## config.mk

```make
export PLATFORM = sky130hd
export DESIGN_NAME = link_bringup_ctrl
export DESIGN_NICKNAME = d
export VERILOG_FILES = /design/src/rtl/lbc_pkg.sv /design/src/rtl/lbc_gap_timer.sv /design/src/rtl/lbc_retry_ctr.sv /design/src/rtl/lbc_seq.sv /design/src/rtl/link_bringup_ctrl.sv
export SDC_FILE = /design/constraint.sdc
export NUM_CORES = 1
export LEC_CHECK = 0
export BUFFER_PORTS_ARGS = -buffer_cell sky130_fd_sc_hd__buf_2
export CAP_MARGIN = 20
export CORE_UTILIZATION = 29
export CTS_BUF_LIST = sky130_fd_sc_hd__clkbuf_2 sky130_fd_sc_hd__clkbuf_4 sky130_fd_sc_hd__clkbuf_8
export CTS_CLUSTER_SIZE = 30
export DETAILED_ROUTE_END_ITERATION = 16
export PLACE_DENSITY = 0.59
export SLEW_MARGIN = 20
export SYNTH_ARGS = -nofsm -noshare
export SYNTH_HDL_FRONTEND = slang
export SYNTH_HIERARCHICAL = 1
export SYNTH_SLANG_ARGS = --single-unit
```

## constraint.sdc

```tcl
create_clock -name clk -period 4.8 [get_ports clk]
set_clock_uncertainty 0.15 [all_clocks]
set_input_delay 0.96 -clock clk [delete_from_list [all_inputs] [get_ports clk]]
set_output_delay 0.96 -clock clk [all_outputs]
set_load 0.05 [all_outputs]
```

## src/rtl/lbc_pkg.sv

```systemverilog
package lbc_pkg;

  typedef enum logic [3:0] {
    S_OFF,
    S_CR_ANN,  S_CR_GAP,  S_CR_POLL,
    S_EQ_ANN,  S_EQ_GAP,  S_EQ_POLL,
    S_RUN_ANN, S_RUN_GAP, S_RUN_POLL
  } lbc_state_e;

  localparam logic [1:0] PAT_NONE = 2'd0;
  localparam logic [1:0] PAT_CLK  = 2'd1;
  localparam logic [1:0] PAT_EQL  = 2'd2;

  function automatic logic [1:0] pat_of(lbc_state_e s);
    case (s)
      S_CR_ANN, S_CR_GAP, S_CR_POLL: pat_of = PAT_CLK;
      S_EQ_ANN, S_EQ_GAP, S_EQ_POLL: pat_of = PAT_EQL;
      default:                       pat_of = PAT_NONE;
    endcase
  endfunction

  function automatic logic is_ann(lbc_state_e s);
    is_ann = (s == S_CR_ANN) || (s == S_EQ_ANN) || (s == S_RUN_ANN);
  endfunction

  function automatic logic is_poll(lbc_state_e s);
    is_poll = (s == S_CR_POLL) || (s == S_EQ_POLL) || (s == S_RUN_POLL);
  endfunction

endpackage

```

## src/rtl/lbc_gap_timer.sv

```systemverilog
module lbc_gap_timer #(
  parameter int W = 16
) (
  input  logic         clk,
  input  logic         rst,
  input  logic         load,
  input  logic [W-1:0] gap,
  output logic         expired
);
  logic [W-1:0] cnt;

  always_ff @(posedge clk) begin
    if (rst)              cnt <= '0;
    else if (load)        cnt <= gap;
    else if (cnt != '0)   cnt <= cnt - 1'b1;
  end

  assign expired = (cnt == '0) && !load;
endmodule

```

## src/rtl/lbc_retry_ctr.sv

```systemverilog
module lbc_retry_ctr #(
  parameter int MAX = 5
) (
  input  logic clk,
  input  logic rst,
  input  logic clear,
  input  logic bump,
  output logic last
);
  localparam int CW = $clog2(MAX + 1);
  logic [CW-1:0] cnt;

  always_ff @(posedge clk) begin
    if (rst || clear) cnt <= '0;
    else if (bump)    cnt <= cnt + 1'b1;
  end

  assign last = (cnt == CW'(MAX - 1));
endmodule

```

## src/rtl/lbc_seq.sv

```systemverilog
module lbc_seq
  import lbc_pkg::*;
#(
  parameter int LANE_W = 3,
  parameter int RATE_W = 8,
  parameter int DATA_W = 8
) (
  input  logic              clk,
  input  logic              rst,
  input  logic              start_req,
  input  logic              cap_valid,
  input  logic [LANE_W-1:0] cap_lanes,
  input  logic [RATE_W-1:0] cap_rate,
  input  logic              wr_ack,
  input  logic              rd_done,
  input  logic [3:0]        flags,
  input  logic              tmr_expired,
  input  logic              rty_last,
  output logic              tmr_load,
  output logic              rty_clear,
  output logic              rty_bump,
  output logic [1:0]        pat_sel,
  output logic              wr_req,
  output logic [DATA_W-1:0] wr_data,
  output logic              rd_req,
  output logic [LANE_W-1:0] lane_cfg,
  output logic [RATE_W-1:0] rate_cfg,
  output logic              link_up,
  output logic              stream_en,
  output logic              train_fail
);
  lbc_state_e state, nxt;
  logic latch, fail_set, fail_clr;
  logic all_ok, cr_ok;
  logic [LANE_W-1:0] lanes_q;
  logic [RATE_W-1:0] rate_q;

  assign cr_ok  = flags[0];
  assign all_ok = &flags;

  always_comb begin
    nxt       = state;
    tmr_load  = 1'b0;
    rty_clear = 1'b0;
    rty_bump  = 1'b0;
    latch     = 1'b0;
    fail_set  = 1'b0;
    fail_clr  = 1'b0;
    case (state)
      S_OFF: if (start_req && cap_valid) begin
        nxt = S_CR_ANN; latch = 1'b1; fail_clr = 1'b1; rty_clear = 1'b1;
      end
      S_CR_ANN:  if (wr_ack) begin nxt = S_CR_GAP; tmr_load = 1'b1; end
      S_CR_GAP:  if (tmr_expired) nxt = S_CR_POLL;
      S_CR_POLL: if (rd_done) begin
        if (cr_ok) begin
          nxt = S_EQ_ANN; rty_clear = 1'b1;
        end else if (rty_last) begin
          nxt = S_OFF; fail_set = 1'b1;
        end else begin
          nxt = S_CR_GAP; tmr_load = 1'b1; rty_bump = 1'b1;
        end
      end
      S_EQ_ANN:  if (wr_ack) begin nxt = S_EQ_GAP; tmr_load = 1'b1; end
      S_EQ_GAP:  if (tmr_expired) nxt = S_EQ_POLL;
      S_EQ_POLL: if (rd_done) begin
        if (all_ok) begin
          nxt = S_RUN_ANN;
        end else if (rty_last) begin
          nxt = S_OFF; fail_set = 1'b1;
        end else begin
          nxt = S_EQ_GAP; tmr_load = 1'b1; rty_bump = 1'b1;
        end
      end
      S_RUN_ANN:  if (wr_ack) begin nxt = S_RUN_GAP; tmr_load = 1'b1; end
      S_RUN_GAP:  if (tmr_expired) nxt = S_RUN_POLL;
      S_RUN_POLL: if (rd_done) begin
        if (all_ok) begin
          nxt = S_RUN_GAP; tmr_load = 1'b1;
        end else begin
          nxt = S_CR_ANN; rty_clear = 1'b1;
        end
      end
      default: nxt = S_OFF;
    endcase
  end

  always_ff @(posedge clk) begin
    if (rst) begin
      state      <= S_OFF;
      lanes_q    <= '0;
      rate_q     <= '0;
      pat_sel    <= PAT_NONE;
      wr_req     <= 1'b0;
      wr_data    <= '0;
      rd_req     <= 1'b0;
      lane_cfg   <= '0;
      rate_cfg   <= '0;
      link_up    <= 1'b0;
      stream_en  <= 1'b0;
      train_fail <= 1'b0;
    end else begin
      state   <= nxt;
      if (latch) begin
        lanes_q <= cap_lanes;
        rate_q  <= cap_rate;
      end
      pat_sel   <= pat_of(nxt);
      wr_req    <= is_ann(nxt);
      wr_data   <= {{(DATA_W-2){1'b0}}, pat_of(nxt)};
      rd_req    <= is_poll(nxt);
      lane_cfg  <= (nxt == S_OFF) ? '0 : (latch ? cap_lanes : lanes_q);
      rate_cfg  <= (nxt == S_OFF) ? '0 : (latch ? cap_rate  : rate_q);
      link_up   <= (nxt == S_RUN_ANN) || (nxt == S_RUN_GAP) || (nxt == S_RUN_POLL);
      stream_en <= (nxt == S_RUN_GAP) || (nxt == S_RUN_POLL);
      if (fail_set)      train_fail <= 1'b1;
      else if (fail_clr) train_fail <= 1'b0;
    end
  end
endmodule

```

## src/rtl/link_bringup_ctrl.sv

```systemverilog
module link_bringup_ctrl #(
  parameter int              LANE_W    = 3,
  parameter int              RATE_W    = 8,
  parameter int              GAP_W     = 16,
  parameter int              ADDR_W    = 20,
  parameter int              DATA_W    = 8,
  parameter int              MAX_POLLS = 5,
  parameter logic [ADDR_W-1:0] PAT_ADDR  = 20'h00102,
  parameter logic [ADDR_W-1:0] STAT_ADDR = 20'h00202
) (
  input  logic              clk,
  input  logic              rst,
  input  logic              start_req,
  input  logic              cap_valid,
  input  logic [LANE_W-1:0] cap_lanes,
  input  logic [RATE_W-1:0] cap_rate,
  input  logic [GAP_W-1:0]  poll_gap,
  input  logic              wr_ack,
  input  logic              rd_done,
  input  logic              sts_cr_lock,
  input  logic              sts_eq_done,
  input  logic              sts_sym_lock,
  input  logic              sts_align,
  output logic [1:0]        pat_sel,
  output logic              wr_req,
  output logic [ADDR_W-1:0] wr_addr,
  output logic [DATA_W-1:0] wr_data,
  output logic              rd_req,
  output logic [ADDR_W-1:0] rd_addr,
  output logic [LANE_W-1:0] lane_cfg,
  output logic [RATE_W-1:0] rate_cfg,
  output logic              link_up,
  output logic              stream_en,
  output logic              train_fail
);
  logic       tmr_load, tmr_expired;
  logic       rty_clear, rty_bump, rty_last;
  logic [3:0] flags;

  assign flags   = {sts_align, sts_sym_lock, sts_eq_done, sts_cr_lock};
  assign wr_addr = PAT_ADDR;
  assign rd_addr = STAT_ADDR;

  lbc_gap_timer #(.W(GAP_W)) u_timer (
    .clk(clk), .rst(rst), .load(tmr_load), .gap(poll_gap), .expired(tmr_expired)
  );

  lbc_retry_ctr #(.MAX(MAX_POLLS)) u_retry (
    .clk(clk), .rst(rst), .clear(rty_clear), .bump(rty_bump), .last(rty_last)
  );

  lbc_seq #(.LANE_W(LANE_W), .RATE_W(RATE_W), .DATA_W(DATA_W)) u_seq (
    .clk(clk), .rst(rst), .start_req(start_req), .cap_valid(cap_valid),
    .cap_lanes(cap_lanes), .cap_rate(cap_rate), .wr_ack(wr_ack), .rd_done(rd_done),
    .flags(flags), .tmr_expired(tmr_expired), .rty_last(rty_last),
    .tmr_load(tmr_load), .rty_clear(rty_clear), .rty_bump(rty_bump),
    .pat_sel(pat_sel), .wr_req(wr_req), .wr_data(wr_data), .rd_req(rd_req),
    .lane_cfg(lane_cfg), .rate_cfg(rate_cfg), .link_up(link_up),
    .stream_en(stream_en), .train_fail(train_fail)
  );
endmodule

```

==> metrics.txt <==
Area after DPL ~3200 um2; Net Sw Frac approximately 44%; Synth Cell Area ~3000 um2; clock group share of total power 16.4%; endpoints failing setup 0; share of cells above drive strength 1 23.7%; commonest non-fill, non-tap cell in the layout buf_2; cts repair resizes 0; post-DP HPWL about 5000 um; first-pass GRT wire length 10800 um; drt drc 0; initial antenna violation count 0; CP required around 4.8 ns; mean post-synth cell area roughly 8.7 um2; CP arrival 4.17 ns; Detailed Routing Iterations Pass 1 4; via count between 2000 and 3000; Die W slightly above 100 um; Clock Latency Late Sink 0.31 ns; Area contributors post-synth dfxtp_1 (35%), buf_4 (12%), nor2_1 (6.1%); Reg2Reg Setup Slack between 0.6 and 0.7 ns; IO Count slightly above 100; TritonCTS clock tree done; fin area 3280 um2; worst r2r path cells 18; hold endpoint u_seq/train_fail; final core occ 33.3%; Synth cell types 69; final critical-path required period a little over 4 ns; Seq/Total Area, Yosys 35.0%; internal power 0.000885 W; hold path cells 2; Slew headroom between 50 and 60%; postcts setup bufs 0; crit path kind flop to flop; max_cap viols 0; Total Nets Final around 430; Tcrit/Tclk final 86.0%; leakage about 1.4 nW; Post-CTS Hold Buffers 0; Psw 0.000705 W; most frequent cells in the layout buf_2 (56), dfxtp_1 (52), nor2_1 (48); Max Fanout on Critical Path 11; WL final 6870 um; Hold Path Origin u_seq/train_fail; DIE AREA 10700 um2; PwrDens 484 nW/um2; Reg clk slew, reported paths 0.10 ns; Critical R2R Launch u_retry/cnt[0]; fin. max-slew vios 0; Num CTS Buffers 5; number of global-route vias before repair 2224; HP Class flop to flop; worst slew pin tran slightly below 0.7 ns; count of final hold-check violations 0; post-synth top area share 35.0%; Post-Syn Instances between 300 and 400; Peak Freq approximately 0.24 GHz; H-tree levels 2; CP Capture Type flop; wire per inst about 13 um; Vias/cell 4.76; Top FF cell, synth dfxtp_1; global placement routability congestion 0.828; Crit Reg-Reg Endpoint u_seq/rate_cfg[2]; Starting DRT DRC Count 140; synth warn 6; EDFF count, synth 0; number of cell rows 36; Fin Setup TNS 0 ns; largest buffer count on any clock path 2; area grow syn2layout 10.3%; Starting Density roughly 30%; sequential share of power a little under two fifths; clock sink total 52; Max IR drop VDD around 0.19 mV; FFs w/ async S/R, synth 0%; Final ANT Viol Nets 0; outcome finished, final reports clean; Comb power frac 46.8%; #FFs+latches synth 52; Port Buffers 56; core region area 9860 um2; GRT overflow 0; largest area contributor in the netlist dfxtp_1; Ant. Diodes 0; RSZ-0062 raised after global routing false; pin count of the biggest net entering global routing 23; die height ~100 um; Total GRT Usage roughly an eighth; CP Launch Type flop; CTS root buffer clkbuf_8
==> how the worst max path moves through the flow <==
stage / startpoint / end / slack, ns / cells after the start
2_1_floorplan: sts_eq_done / u_seq/rd_req / 1.11 / 15
3_3_place_gp: sts_cr_lock / u_seq/rate_cfg[3] / 0.67 / 16
3_5_place_dp: sts_cr_lock / u_seq/rate_cfg[2] / 0.44 / 16
4_1_cts: u_retry/cnt[0] / u_seq/rate_cfg[2] / 0.68 / 18
5_1_grt: u_retry/cnt[0] / u_seq/rate_cfg[6] / 0.34 / 18
6_report: u_retry/cnt[0] / u_seq/rate_cfg[2] / 0.67 / 18
==> logic make-up (layout without fill, tap and decap cells) <==
family / count (synthesis) / after routing / synth area share (%)
compound gates: 67 / 67 / 17.3
mux: 14 / 14 / 4.71
fa+ha+maj: 3 / 3 / 1.26
buf+inv: 78 / 85 / 16.7
other cells: 3 / 46 / 0.378
xor+xnor: 6 / 6 / 1.76
flops: 52 / 52 / 35.0
simple gates: 120 / 120 / 23.0
==> Yosys cell counts, drive strengths merged, types with 3 or more instances <==
library cell and number:
o21ai 5, inv 14, nor2b 5, nor4b 3, clkbuf 9, o22ai 3, nand3 7, a2111oi 6
nor3 14, xnor2 5, nor2 49, a21oi 17, a31oi 6, dfxtp 52, conb 3, mux2i 14
nor4 7, ha 3, a211oi 5, nor3b 3, o221ai 3, nand2 11, buf 55, o211ai 3
==> final cells by class <==
type / count / area, um2
clock buffer: 5 / 68.8
timing repair buffer: 63 / 333
sequential: 52 / 1040
clock inverter: 3 / 21.3
fill: 1046 / 6580
inverter: 14 / 52.6
multi-input combinational: 256 / 1600
tap: 133 / 166
==> flip-flops by register name, indices dropped and copies added (netlist names), 2 cells and up <==
register and flops:
u_retry/cnt 3, u_seq/lane_cfg 3, u_seq/lanes_q 3, u_seq/rate_cfg 8, u_seq/rate_q 8, u_seq/state 4, u_seq/wr_data 2, u_timer/cnt 16
==> power by group through the flow <==
stage / combinational (W) / clock, W / sequential (W)
after floorplan: 0.000618 / 0 / 0.000583
after global placement: 0.000724 / 0 / 0.000589
after detailed placement: 0.000738 / 0 / 0.000592
after CTS: 0.000742 / 0.000272 / 0.000583
after global routing: 0.000825 / 0.000288 / 0.000596
final: 0.000744 / 0.000261 / 0.000585
==> worst max-delay path, stage by stage (launching register included) <==
cell     delay, ns
dfxtp_1       0.38
inv_1         0.06
ha_1          0.19
and2_1        0.23
nor2_1        0.11
nand2_1       0.06
nor3_1        0.31
nor2_1        0.09
nor2_1        0.32
a311o_1       0.21
inv_1         0.06
nand3_1       0.16
nor2_2        0.08
nor2b_1       0.17
a32oi_1       0.21
nor2_1        0.09
nor4_4        0.49
a41o_1        0.54
nor2_1        0.10
==> layer usage <==
metal,wire length (um),up-vias,GRT usage [%]
met1,3120,1170,16.6
met5,0,-,0
li1,-,1227,-
met4,83,0,4.33
met3,392,9,3.16
met2,3280,100,21.6
==> through the flow <==
step,total power [W],setup WS (ns),hold slack (ns),instances
6_report,0.00159,0.670,0.343,526
5_1_grt,0.00171,0.339,0.378,526
4_1_cts,0.00160,0.682,0.355,526
3_5_place_dp,0.00133,0.441,0.329,518
3_3_place_gp,0.00131,0.667,0.318,518
2_1_floorplan,0.00120,1.11,0.310,386
Note: power is estimated with default switching activity, not from simulation.
